==> src/rtl/pci_par_pkg.sv <==
package pci_par_pkg;

    typedef struct packed {
        logic par;        // registered low-half parity
        logic par_oe;
        logic par64;      // registered full-width parity
        logic par64_oe;
        logic chk_dat;    // a received, claimed data phase completed last cycle
        logic chk_wide;   // that phase was 64-bit
        logic exp_par;
        logic exp_par64;
        logic chk_adr;    // an address phase seen as target last cycle
        logic exp_apar;
        logic perr;
        logic perr_oe;
        logic serr;
        logic perr_seen;
        logic serr_seen;
    } par_state_t;

    localparam par_state_t PAR_STATE_RST = '0;

endpackage

==> src/rtl/pci_par_xor.sv <==
module pci_par_xor #(
    parameter int W = 36
) (
    input  logic [W-1:0] bits,
    output logic         odd
);
    assign odd = ^bits;
endmodule

==> src/rtl/pci_par_phase.sv <==
module pci_par_phase (
    input  logic clk,
    input  logic rst_n,
    input  logic frame_n,
    input  logic irdy_n,
    input  logic trdy_n,
    output logic addr_phase,
    output logic data_cyc,
    output logic done
);
    logic idle_d, idle_q;

    always_comb begin
        idle_d = frame_n && irdy_n;
    end

    always_ff @(posedge clk or negedge rst_n) begin
        if (!rst_n) idle_q <= 1'b1;
        else        idle_q <= idle_d;
    end

    assign addr_phase = !frame_n && idle_q;
    assign data_cyc   = (!frame_n || !irdy_n) && !addr_phase;
    assign done       = data_cyc && !irdy_n && !trdy_n;
endmodule

==> src/rtl/pci_parity_unit.sv <==
module pci_parity_unit
    import pci_par_pkg::*;
#(
    parameter int AD_W  = 64,
    parameter int CBE_W = 8
) (
    input  logic             clk,
    input  logic             rst_n,
    input  logic [AD_W-1:0]  ad,
    input  logic [CBE_W-1:0] cbe_n,
    input  logic             frame_n,
    input  logic             irdy_n,
    input  logic             trdy_n,
    input  logic             devsel_n,
    input  logic             is_master,
    input  logic             is_write,
    input  logic             wide64,
    input  logic             par_in,
    input  logic             par64_in,
    input  logic             perr_seen_clr,
    input  logic             serr_seen_clr,
    output logic             par_out,
    output logic             par_oe,
    output logic             par64_out,
    output logic             par64_oe,
    output logic             perr_n,
    output logic             perr_oe,
    output logic             serr_n,
    output logic             serr_oe,
    output logic             perr_seen,
    output logic             serr_seen
);
    localparam int LANES  = 2;
    localparam int LANE_AD  = AD_W / LANES;
    localparam int LANE_CBE = CBE_W / LANES;

    logic [LANES-1:0] lane_par;
    logic             p_lo, p_full;
    logic             addr_phase, data_cyc, done;
    logic             source, ready, dat_err, adr_err;
    par_state_t       st_d, st_q;

    // one parity tree per bus half
    for (genvar g = 0; g < LANES; g++) begin : g_lane
        pci_par_xor #(.W(LANE_AD + LANE_CBE)) xor_i (
            .bits ({ad[g*LANE_AD +: LANE_AD], cbe_n[g*LANE_CBE +: LANE_CBE]}),
            .odd  (lane_par[g])
        );
    end

    assign p_lo   = lane_par[0];
    assign p_full = ^lane_par;

    pci_par_phase phase_i (
        .clk        (clk),
        .rst_n      (rst_n),
        .frame_n    (frame_n),
        .irdy_n     (irdy_n),
        .trdy_n     (trdy_n),
        .addr_phase (addr_phase),
        .data_cyc   (data_cyc),
        .done       (done)
    );

    always_comb begin
        source  = is_master ? is_write : !is_write;
        ready   = is_write ? !irdy_n : !trdy_n;
        dat_err = st_q.chk_dat &&
                  ((par_in != st_q.exp_par) ||
                   (st_q.chk_wide && (par64_in != st_q.exp_par64)));
        adr_err = st_q.chk_adr && (par_in != st_q.exp_apar);

        st_d           = st_q;
        st_d.par       = p_lo;
        st_d.par64     = p_full;
        st_d.par_oe    = (addr_phase && is_master) || (data_cyc && source && ready);
        st_d.par64_oe  = data_cyc && source && ready && wide64;
        st_d.chk_dat   = done && !source && !devsel_n;
        st_d.chk_wide  = wide64;
        st_d.exp_par   = p_lo;
        st_d.exp_par64 = p_full;
        st_d.chk_adr   = addr_phase && !is_master;
        st_d.exp_apar  = p_lo;
        st_d.perr      = dat_err;
        st_d.perr_oe   = st_q.chk_dat;
        st_d.serr      = adr_err;
        st_d.perr_seen = dat_err || (st_q.perr_seen && !perr_seen_clr);
        st_d.serr_seen = adr_err || (st_q.serr_seen && !serr_seen_clr);
    end

    always_ff @(posedge clk or negedge rst_n) begin
        if (!rst_n) st_q <= PAR_STATE_RST;
        else        st_q <= st_d;
    end

    assign par_out   = st_q.par;
    assign par_oe    = st_q.par_oe;
    assign par64_out = st_q.par64;
    assign par64_oe  = st_q.par64_oe;
    assign perr_n    = !st_q.perr;
    assign perr_oe   = st_q.perr_oe;
    assign serr_n    = !st_q.serr;
    assign serr_oe   = st_q.serr;
    assign perr_seen = st_q.perr_seen;
    assign serr_seen = st_q.serr_seen;
endmodule

==> config.mk <==
export PLATFORM = sky130hd
export DESIGN_NAME = pci_parity_unit
export DESIGN_NICKNAME = d
export VERILOG_FILES = /design/src/rtl/pci_par_pkg.sv /design/src/rtl/pci_par_xor.sv /design/src/rtl/pci_par_phase.sv /design/src/rtl/pci_parity_unit.sv
export SDC_FILE = /design/constraint.sdc
export NUM_CORES = 1
export LEC_CHECK = 0
export BUFFER_PORTS_ARGS = -buffer_cell sky130_fd_sc_hd__clkbuf_2
export CORE_MARGIN = 3
export CORE_UTILIZATION = 38
export DETAILED_ROUTE_END_ITERATION = 12
export GPL_ROUTABILITY_DRIVEN = 1
export HOLD_SLACK_MARGIN = 0.12
export PLACE_DENSITY = 0.85
export RECOVER_POWER = 50
export SLEW_MARGIN = 20
export SYNTH_ARGS = -nofsm -noshare
export SYNTH_HDL_FRONTEND = slang
export SYNTH_SLANG_ARGS = --single-unit
==> constraint.sdc <==
create_clock -name clk -period 1.2 [get_ports clk]
set_input_delay 0.06 -clock clk [delete_from_list [all_inputs] [get_ports clk]]
set_output_delay 0.06 -clock clk [all_outputs]
set_load 0.05 [all_outputs]
* After elaboration in Yosys (flattened, before gate mapping)
Cells that the tools add are included. Widths: inputs -> output; s select.
Cells by class: $add $sub $neg 0, multiply operators 0, divide/modulo/power cells 0, order comparisons 0, equal/unequal tests 2, shift operators 0, muxes and demuxes 2, bitwise logic cells 0, reductions and logical operators 37
Operators by type and width (count):
- $reduce_xor 36->1 | 2
- $logic_and 1x1->1 | 17
- $logic_not 1->1 | 12
- $logic_or 1x1->1 | 5
- $mux 1 | 2
- $ne 1x1->1 | 2
- $reduce_xor 2->1 | 1
Storage, ports and cells: flip-flop bits (word level) 13, latch bits 0, RAM bits 0, memory bits (read-only) 0, input bits 85, output and inout bits 10, word-level logic and storage cells 54, memories kept 0

* Depth between registers and ports, before layout
Gate-level depths: netlist (run 1).
depth in word-level cells 8, depth in mapped cells 6, depth with buffers taken out 6

* Modules after synthesis
Synthesis (run 1) repeated with hierarchy kept, for this count alone.
Second synthesis, totals: cells, all modules 109, area, all modules 1141.1 um2
Modules (own cells, without submodules):
- pci_par_xor | instances 2, cells each 34, area an instance 311.5 um2, seq. area each 0.0 um2
- pci_parity_unit | instances 1, cells each 36, area an instance 452.9 um2, seq. area each 300.3 um2
- pci_par_phase | instances 1, cells each 5, area an instance 65.1 um2, seq. area each 26.3 um2

* Worst setup path after synthesis (run 1)
OpenSTA, ideal clock, no wires.
path type input-to-reg, start point input port cbe_n[2], end point register st_q[7] (netlist bit), library setup time 0.125 ns, arrival time 1.229 ns, required time 1.075 ns, slack -0.153 ns, cell stages on the path 6, path buffers 0, cell sequence xor2_1 xnor2_1 xnor2_1 xnor3_1 xnor2_2 xnor2_1
Between the ends: cells in the longest elaborated chain, start to end 2
RTL lines:
- start: declaration | line pci_parity_unit.sv:10 | input logic [CBE_W-1:0] cbe_n,
- $reduce_xor 36->1 | line pci_par_xor.sv:7 | assign odd = ^bits;
- named net g_lane[0].xor_i.odd | line pci_par_xor.sv:5 | output logic odd
- $reduce_xor 2->1 | line pci_parity_unit.sv:52 | assign p_full = ^lane_par;
- named net p_full | line pci_parity_unit.sv:38 | logic p_lo, p_full;
- end signal: assignment | line pci_parity_unit.sv:93 | else st_q <= st_d;
- end: declaration | line pci_parity_unit.sv:41 | par_state_t st_d, st_q;
The timed path passes the listed nets, and every way through them passes these cells.

* Worst setup path in the final report (run 1)
start point input port ad[9], end point register st_q[7] (netlist bit)
Between the ends: cells in the longest elaborated chain, start to end 2
RTL lines:
- start: declaration | line pci_parity_unit.sv:9 | input logic [AD_W-1:0] ad,
- $reduce_xor 36->1 | line pci_par_xor.sv:7
- named net g_lane[0].xor_i.odd | line pci_par_xor.sv:5
- $reduce_xor 2->1 | line pci_parity_unit.sv:52
- named net p_full | line pci_parity_unit.sv:38
The timed path passes the listed nets, and every way through them passes these cells.

==> results of run 1 <==
-- metal layers --
metal  vias to the layer above  track usage [%]  share of wire, %
li1                        544                -                 -
met4                         0            7.911               2.1
met1                       467            12.71                30
met5                         -                0                 0
met2                        63            31.17                58
met3                         6            2.376                10
-- path summary, 6_finish.rpt --
kind / to / cells past startpoint
max: st_q[7] / 7
min: serr_oe / 3
max reg2reg: par_oe / 4
min reg2reg: perr_oe / 0
max in group asynchronous: st_q[5] / 2
min in group asynchronous: serr_oe / 2
-- layout by cell type (no fill, tap or decap) --
cell / netlist / final
clkbuf_2: 0 / 90
xnor2_1: 60 / 58
dfrtp_1: 12 / 11
xor2_1: 9 / 9
dlygate4sd3_1: 0 / 9
inv_1: 4 / 4
xnor2_2: 1 / 3
a21o_1: 3 / 3
clkbuf_4: 0 / 3
xnor3_1: 2 / 2
nor2b_1: 2 / 2
and2_1: 3 / 2
nor2_1: 2 / 2
clkbuf_1: 0 / 2
a21oi_1: 1 / 1
nand2b_1: 1 / 1
nor3_4: 0 / 1
a32oi_1: 1 / 1
nand2_1: 1 / 1
o21ai_1: 0 / 1
or3_1: 1 / 1
nor3_1: 2 / 1
and2_0: 0 / 1
dlymetal6s4s_1: 0 / 1
dfstp_2: 1 / 1
buf_4: 0 / 1
dfrtp_2: 0 / 1
-- flip-flops by register name (all words and copies together) (netlist names) --
register        flops
st_q                5
par64_oe            1
par_oe              1
perr_oe             1
perr_seen           1
phase_i.idle_q      1
serr_oe             1
serr_seen           1
st_d                1
-- cell usage after synthesis, drive strengths merged --
cell type	n	area, µm²
or3	1	6.260
xnor2	61	541.8
a32oi	1	8.760
xnor3	2	45.04
nand2	1	3.750
nand2b	1	6.260
xor2	9	78.83
nor2	2	7.510
nor3	2	10.01
a21oi	1	5.000
dfstp	1	26.28
a21o	3	22.52
o21ai	1	5.000
nor2b	2	12.51
and2	3	18.77
inv	4	15.01
dfrtp	12	300.3
-- cells by family (layout without fill, tap and decap cells) --
logic type	after synthesis	count (layout)	synth area share, %
xor gates and xnor gates	72	72	59.78
DFF	13	13	29.33
and+or+nand+nor	12	12	5.843
buffers and inverters	4	110	1.348
AOI/OAI and AO/OA	6	6	3.707
-- cell type report --
type / instances / area (µm²)
fill: 227 / 1011
multi-input combinational: 90 / 798.3
timing repair buffer: 102 / 564.3
sequential: 13 / 327.8
tap: 31 / 38.79
clock buffer: 4 / 26.28
inverter: 4 / 15.01
-- timing repair --
item,CTS,global route
endpoints found under the hold margin,21,0
pin swaps,0,3
buffers inserted,0,1
gates resized for setup,2,3
setup endpoints to repair,3,3
hold buffers,10,0
-- critical path, delay by kind of cell --
| kind | cells | cell delay (ns) |
|---|---|---|
| xor+xnor | 6 | 1.22 |
| buf+inv | 1 | 0.10 |
-- power by group through the flow --
stage	registers [mW]	clock network (mW)	logic, mW
4_1_cts	0.549	0.268	1.43
3_3_place_gp	0.556	0	1.35
6_report	0.548	0.255	1.40
2_1_floorplan	0.726	0	0.898
3_5_place_dp	0.557	0	1.39
5_1_grt	0.556	0.283	1.53
-- through the flow --
step                TNS [ns]  cell area [µm²]  worst slack, ns  hold WS, ns  power [mW]
floorplan            -0.1935             1122          -0.1321      -0.2356       1.624
global placement     -0.5110             1632          -0.3118     -0.04295       1.910
detailed placement   -0.5968             1632          -0.3492     -0.03740       1.952
CTS                 -0.04065             1765         -0.04065       0.1329       2.242
global route         -0.2088             1770          -0.1296       0.1616       2.370
finish              -0.02412             1770         -0.02412       0.1465       2.204
==> results.md, run 1 <==
* Status: finished, violations left
* Failing checks: setup timing
* Syn Area/Cell at 10.41 µm²
* Setup ws final at -0.02412 ns
* Power per cell area at 1245 nW/µm²
* Routed len/inst at 10.21 µm
* RePlAce Congestion at 0.6646
* Num Clock Sinks at 13
* Final Instance Count excl. Fillers at 244
* Max Cap Viol at 0
* Critical-path top delay cell: xnor3_1
* CTS tree: built
* Post-route DRC at 0
* Psw at approximately 0.81 mW
* CTS clk-pin slew, worst paths at 0.07 ns
* Synthesized instance count at 107
* Final wirelength at 2491 µm
* Cell Rows at 19
* Clk network pwr share at between 10 and 15%
* Critical Path RT at about 1.4 ns
* Cell variety after synth at 18
* Switching share of total power at 36.79%
* Mapped Area at 1114 µm²
* Final hold violation count at 0
* Chip height at 60.14 µm
* Headroom to the max-slew limit at 56.97%
* VDD IR-drop max at 0.001436 V
* Worst hold start: par_in
* Fin util at 63.65%
* Seq cells post-synth at 13
* Placed insts at 232
* Pleak at 0.8998 nW
* # setup viols final at 1
* Worst Hold Class: in2reg
* Drt first pass iters at 4
* CP arrival at 1.38 ns
* Minimum clock period at 1.224 ns
* Final HPWL DP at 2205 µm
* Via/cell ratio at 4.426
* Worst-path cell chain: clkbuf_2, xnor2_2, xnor2_1, xnor2_1, xnor3_1, xnor2_2, xnor2_1
* Share of cells above drive strength 1 at 46.95%
* Reg-to-Reg Start: phase_i.idle_q
* Buffers added on ports at between 90 and 100
* Total internal power at 1.393 mW
* P&R area growth vs syn at 58.99%
* Crit path kind: in2reg
* DRT iter0 DRCs at 44
* Worst reg-to-reg setup slack at 0 ns
* Largest net degree at the start of global routing at 14
* Post-DRT Antenna Nets at 0
* ANT cells at 0
* Syn nets at 192
* Global route overflow at 0
* Chip width at 60.14 µm
* Core area at ~2800 µm²
* I/O pin total at 95
* Crit path from: ad[9]
* Clk root buf: clkbuf_4
* First-pass GRT wire length at 4015 µm
* Vias in the first global route at 1137
* Vias post-DR at 1080
* Slowest stage delay, CP at 0.45 ns
* Nets at 299
* Starting density of the core at 40.04%
* Sequential share of the synthesized area at just under 30%
* Seq pwr share at 24.9%
* Tcrit/Tclk final at 102.0%
* Most used cell, CP: xnor2_1
* Unrepaired setup endpoints after global routing: yes
* Total CTS buffers at 3
* Ys Warns at 0
* Critical path peak fanout at 2
* CTS H-tree depth at 1
* Maximum clock rate at 816.9 MHz
* Antenna violations before repair at 0
* Final Skew at 0.003436 ns
* CTS Buffer Depth at 2
* Die area at 3616 µm²
* Power share of the combinational group at 63.6%
* Actual slew at the worst max-slew pin at 0.6455 ns
* Critical path launch point type: primary input
* Insertion delay to the later sink of the worst-skew pair at 0.27 ns
* Worst Setup End Kind: flip-flop
* Pins over their slew limit at 0
* Gr usage total at 14.87%
Power figures use the tool's default switching activity.
==> run 2: changes to the inputs <==
Settings changed: BUFFER_PORTS_ARGS -buffer_cell sky130_fd_sc_hd__clkbuf_2 to unset, CORE_UTILIZATION 38 to 50, DONT_BUFFER_PORTS set to 1, PLACE_DENSITY 0.85 to 0.7.
Clock period 1.2 ns to 1.4 ns, I/O delays scaled along.
==> run 2 against run 1 <==
The run now ends clean. Hold slack worse by 0.014 ns. Via count down 29%. Sequential share of layout area up 6.2 points. Clock power down 16%. Cell count down 37%. Global-route usage down 0.69 points. First-iteration DRC count down 89%. Core utilization up 1.1 points. Combinational power down 28%. Critical path depth down 4. Critical path type is now reg2reg. Highest routed layer unchanged.
==> results.md, run 2 (same netlist as run 1, synthesis figures left out) <==
* Post-route DRC at 0
* Status: finished clean
* Cell Rows at 16
* Most common cell after layout, fill and taps aside: xnor2_1
* Switching share of total power at 35.81%
* Worst reg-to-reg setup slack at 0.07 ns
* Unrepaired setup endpoints after global routing: no
* DRT iter0 DRCs at 5
* Hold Path Stages at 3
* Chip height at 53.19 µm
* Register area at ~330 µm²
* Power share of the combinational group at 58.4%
* VDD IR-drop max at 0.0008483 V
* CTS clk-pin slew, worst paths at 0.07 ns
* Max reg flops at 5
* Worst Hold Class: in2reg
* Reg-to-Reg Start: phase_i.idle_q
* Setup ws final at 0.06721 ns
* Worst Setup End Kind: flip-flop
* Final hold violation count at 0
* Setup tns final at 0 ns
* Actual slew at the worst max-slew pin at around 0.6 ns
* R2R Path End: st_q[6]
* Pins over their slew limit at 0
* Final Instance Count excl. Fillers at 154
* Headroom to the max-slew limit at 60.58%
* Final HPWL DP at 1832 µm
* Final wirelength at 2070 µm
* # setup viols final at 0
* ANT cells at 0
* Final Skew at 0.003439 ns
* Nets at roughly 210
* FF-to-FF path depth at 3
* Num Clock Sinks at 13
* Die area at approximately 2800 µm²
* Critical path peak fanout at 3
* Gr usage total at 14.18%
* P&R area growth vs syn at 18.76%
* Share of cells above drive strength 1 at 5.512%
* I/O pin total at 95
* Maximum clock rate at 750.3 MHz
* Minimum clock period at 1.333 ns
* Multi-input logic area at just under 800 µm²
* Via/cell ratio at 5.006
* Post_cts resized at 0
* RePlAce Congestion at 0.6455
* Routed len/inst at roughly 13 µm
* Vias in the first global route at 778
* Insertion delay to the later sink of the worst-skew pair at 0.26 ns
* Crit path kind: reg2reg
* Total internal power at 1.110 mW
* Commonest non-fill, non-tap cells in the layout: 60 x xnor2_1, 13 x dlygate4sd3_1, 12 x dfrtp_1
* Most flops, register: st_q
* First-pass GRT wire length at 2898 µm
* Worst hold start: par64_in
* CP arrival at 1.53 ns
* CTS tree: built
* Post-DRT Antenna Nets at 0
* Drt first pass iters at 3
* Psw at around 0.62 mW
* Clk root buf: clkbuf_4
* Clk network pwr share at 12.3%
* Hold EP: st_q[4]
* Max Cap Viol at 0
* Setup WS pre-CTS at -0.08549 ns
* Pleak at approximately 0.52 nW
* Fill count at between 150 and 200
* Seq pwr share at 29.3%
* Tcrit/Tclk final at 95.20%
* Placed insts at 137
* Critical Path RT at 1.60 ns
* Power per cell area at 1308 nW/µm²
* Core area at 2042 µm²
* Starting density of the core at 54.53%
* Largest net degree at the start of global routing at 14
* Vias post-DR at slightly below 800
* Total CTS buffers at 3
* CTS Buffer Depth at 2
* Chip width at roughly 53 µm
* Antenna violations before repair at 0
* Global route overflow at 0
* CTS H-tree depth at 1
* Buffers added on ports at 0
* Critical path launch point type: flip-flop
run 2: how the worst max path moves through the flow:
stage | to | slack [ns] | start
finish | st_q[6] | 0.07 | phase_i.idle_q
global placement | st_q[7] | -0.05 | cbe_n[2]
global route | st_q[6] | 0.009 | phase_i.idle_q
detailed placement | st_q[7] | -0.09 | ad[17]
floorplan | st_q[7] | 0.04 | cbe_n[2]
CTS | st_q[6] | 0.09 | phase_i.idle_q
run 2: layout make-up:
class,count,area share (%)
inverter,4,1.135
sequential,13,24.69
clock buffer,4,1.987
multi-input combinational,90,58.37
timing repair buffer,16,11.26
tap,27,2.554
run 2: metal layers:
| metal | share of wire, % | GRT usage (%) |
|---|---|---|
| met1 | 27 | 9.825 |
| met2 | 60 | 33.26 |
| met3 | 12 | 2.817 |
| met4 | 0.77 | 5.106 |
| met5 | 0 | 0 |
run 2: critical path, stage by stage, from the launching register on:
cell and delay [ns]:
dfstp_2 0.55, nand2b_1 0.07, nor2_1 0.10, dlygate4sd3_1 0.55
run 2: power by group through the flow:
stage / sequential (mW) / clock, mW / combinational, mW
2_1_floorplan: 0.619 / 0 / 0.769
3_3_place_gp: 0.510 / 0 / 0.985
3_5_place_dp: 0.514 / 0 / 1.00
4_1_cts: 0.506 / 0.225 / 1.04
5_1_grt: 0.513 / 0.242 / 1.11
6_report: 0.506 / 0.213 / 1.01
run 2: what timing repair did:
action                    CTS  global route
buffers inserted            0             0
hold endpoints to repair   23             0
hold buffers               13             0
run 2: through the flow:
stage,instance area [µm²],power [mW],hold slack [ns],util [%]
after floorplan,1114,1.388,-0.2256,-
after global placement,1170,1.496,-0.2253,57.29
after detailed placement,1170,1.518,-0.2253,57.29
after CTS,1326,1.773,0.1408,64.95
after global routing,1323,1.866,0.1711,64.77
final,1323,1.730,0.1322,64.77
==> run 3: changes to the inputs <==
Settings changed: ABC_AREA set to 1, RECOVER_POWER 50 to 100.
==> run 3 against run 2 <==
Global-route usage grew 2.6 points. Critical path type is now in2reg. Core utilization down 5.3 points. Hold slack worse by 0.0093 ns. Critical endpoint is now par64_oe. Sequential power down 7.1%. Die area is 67% higher. Cell count grew to 2.9 times the previous value. Via count rose to 2.6 times the previous value. Synthesized area is 77% higher.
==> results.md, run 3 <==
* Nets at approximately 490
* Clk root buf: clkbuf_8
* Synthesized instance count at around 380
* Starting density of the core at 52.71%
* Cell taking the most area after synthesis: nand2_1
* Maximum clock rate at 774.5 MHz
* Minimum clock period at 1.291 ns
* Post-synth EDFFs at 0
* Most frequent cell after synthesis: nand2_1
* Actual slew at the worst max-slew pin at 0.6081 ns
* Cell Rows at 22
* Most common cell after layout, fill and taps aside: nand2_1
* VDD IR-drop max at between 0.0003 and 0.0004 V
* Placed inst area at between 2000 and 2500 µm²
* Global route overflow at 0
* Core area at 3744 µm²
* Die area at 4736 µm²
* Max reg flops at 5
* Finished Cell Area at 2225 µm²
* Gr usage total at 16.80%
* Mapped Area at 1973 µm²
* Tcrit/Tclk final at between 90% and 100%
* Worst Hold Class: in2reg
* Status: finished clean
* Final Skew at 0.001406 ns
* Post-synth top cells: 236 x nand2_1, 50 x inv_1, 22 x xnor2_1
* FFs w/ async S/R, synth at 100.0%
* Seq cells post-synth at 13
* Pleak at 1.391 nW
* Commonest non-fill, non-tap cells in the layout: 237 x nand2_1, 50 x inv_1, 22 x xnor2_1
* Headroom to the max-slew limit at approximately three fifths
* Chip height at around 69 µm
* Drt first pass iters at 4
* DRT iter0 DRCs at 20
* Ys Warns at 0
* Critical Path RT at between 1.5 and 2 ns
* Final HPWL DP at ~3400 µm
* ANT cells at 0
* Via/cell ratio at 4.528
* Power per cell area at 775.1 nW/µm²
* CTS Buffer Depth at 2
* CTS tree: built
* CP arrival at 1.46 ns
* Setup tns final at 0 ns
* P&R area growth vs syn at 12.75%
* Vias in the first global route at 1725
* # setup viols final at 0
* First-pass GRT wire length at 6334 µm
* CTS H-tree depth at 1
* Critical path launch point type: primary input
* Share of cells above drive strength 1 at 5.955%
* Max Cap Viol at 0
* Final wirelength at 4020 µm
* Most flops, register: st_q
* Num Clock Sinks at 13
* Top cell type's share of synthesized area at 44.90%
* Critical path peak fanout at 2
* Post-route DRC at 0
* Ranking of synthesized cells by area: nand2_1 45%, dfrtp_1 15%, xnor2_1 9.8%
* Chip width at between 60 and 70 µm
* I/O pin total at 95
* Number of setup buffers added after CTS at 0
* CTS clk-pin slew, worst paths at 0.05 ns
* Main flop type after synthesis: dfrtp_1
* Unrepaired setup endpoints after global routing: no
* Routed len/inst at 8.914 µm
* Vias post-DR at between 2000 and 2500
* Buffers added on ports at 0
* Final hold violation count at 0
* Antenna violations before repair at 0
* Largest net degree at the start of global routing at 14
* Setup ws final at 0.1089 ns
* Pins over their slew limit at 0
* Syn nets at 466
* RePlAce Congestion at a little under 0.8
* Setup WS pre-CTS at 0.2182 ns
* Cell variety after synth at 16
* Syn Area/Cell at approximately 5.2 µm²
* Insertion delay to the later sink of the worst-skew pair at 0.24 ns
* Crit path kind: in2reg
* Total CTS buffers at 3
* Worst Setup End Kind: flip-flop
* Sequential share of the synthesized area at 16.55%
* Post-DRT Antenna Nets at 0
-- run 3: cell count changes in the layout (fill, tap and decap cells not counted), sizes merged, moves of 3 or more --
| cell | change |
|---|---|
| nor2 | +7 |
| clkbuf | +4 |
| nand3 | +14 |
| xor2 | +7 |
| xnor2 | -39 |
| and2 | -3 |
| a21o | -3 |
| inv | +52 |
| nand2 | +243 |
-- run 3: where the power goes --
part	total [mW]	switching, mW	internal, mW
combinational	0.928	0.589	0.339
sequential	0.470	0.0471	0.423
clock	0.326	0.126	0.201
-- run 3: area by class of cell --
cell class                 count  area [µm²]
clock buffer                   4       45.04
sequential                    13       326.6
timing repair buffer          18       148.9
multi-input combinational    312        1434
fill                         390        1519
inverter                      56       210.2
tap                           48       60.06
-- run 3: worst paths after layout --
kind	to	cells after the start	slack, ns	startpoint
worst min-delay path	st_q[4]	4	0.12	par64_in
worst max register to register	par_oe	5	0.27	phase_i.idle_q
max in group asynchronous	phase_i.idle_q	1	0.76	rst_n
worst max-delay path	par64_oe	5	0.11	frame_n
min in group asynchronous	st_q[9]	1	0.27	rst_n
worst min register to register	perr_oe	0	0.38	st_d[3]
-- run 3: logic make-up after synthesis --
kind of cell / share of synthesized area (%)
simple gates: 54.79
buf+inv: 10.65
xor+xnor: 16.87
flops: 16.55
compound gates: 1.141
-- run 3: layer usage --
metal	GRT usage, %	vias to the layer above	wire length (µm)
met4	2.676	0	14
li1	-	1157	-
met1	19.45	832	1592
met2	32.42	51	2162
met5	0	-	0
met3	2.755	2	251
-- run 3: per-stage QoR --
stage	instances	total power, mW	hold slack, ns	util [%]
2_1_floorplan	381	1.251	-0.2256	-
3_3_place_gp	434	1.393	-0.2254	55.31
3_5_place_dp	434	1.417	-0.2253	55.31
4_1_cts	451	1.782	0.1253	59.99
5_1_grt	451	1.904	0.1459	59.43
6_report	451	1.724	0.1229	59.43
-- run 3: worst max-delay path: stages --
cell and delay (ns):
dlygate4sd3_1 0.56, nand2_1 0.06, dlygate4sd3_1 0.56, nand3_1 0.10
nor2_1 0.10
-- run 3: timing repair --
item                                   in CTS  in global routing
resized for setup                           0                  1
endpoints found under the hold margin      23                  0
hold buffers                               13                  0
setup endpoints to repair                   0                  1
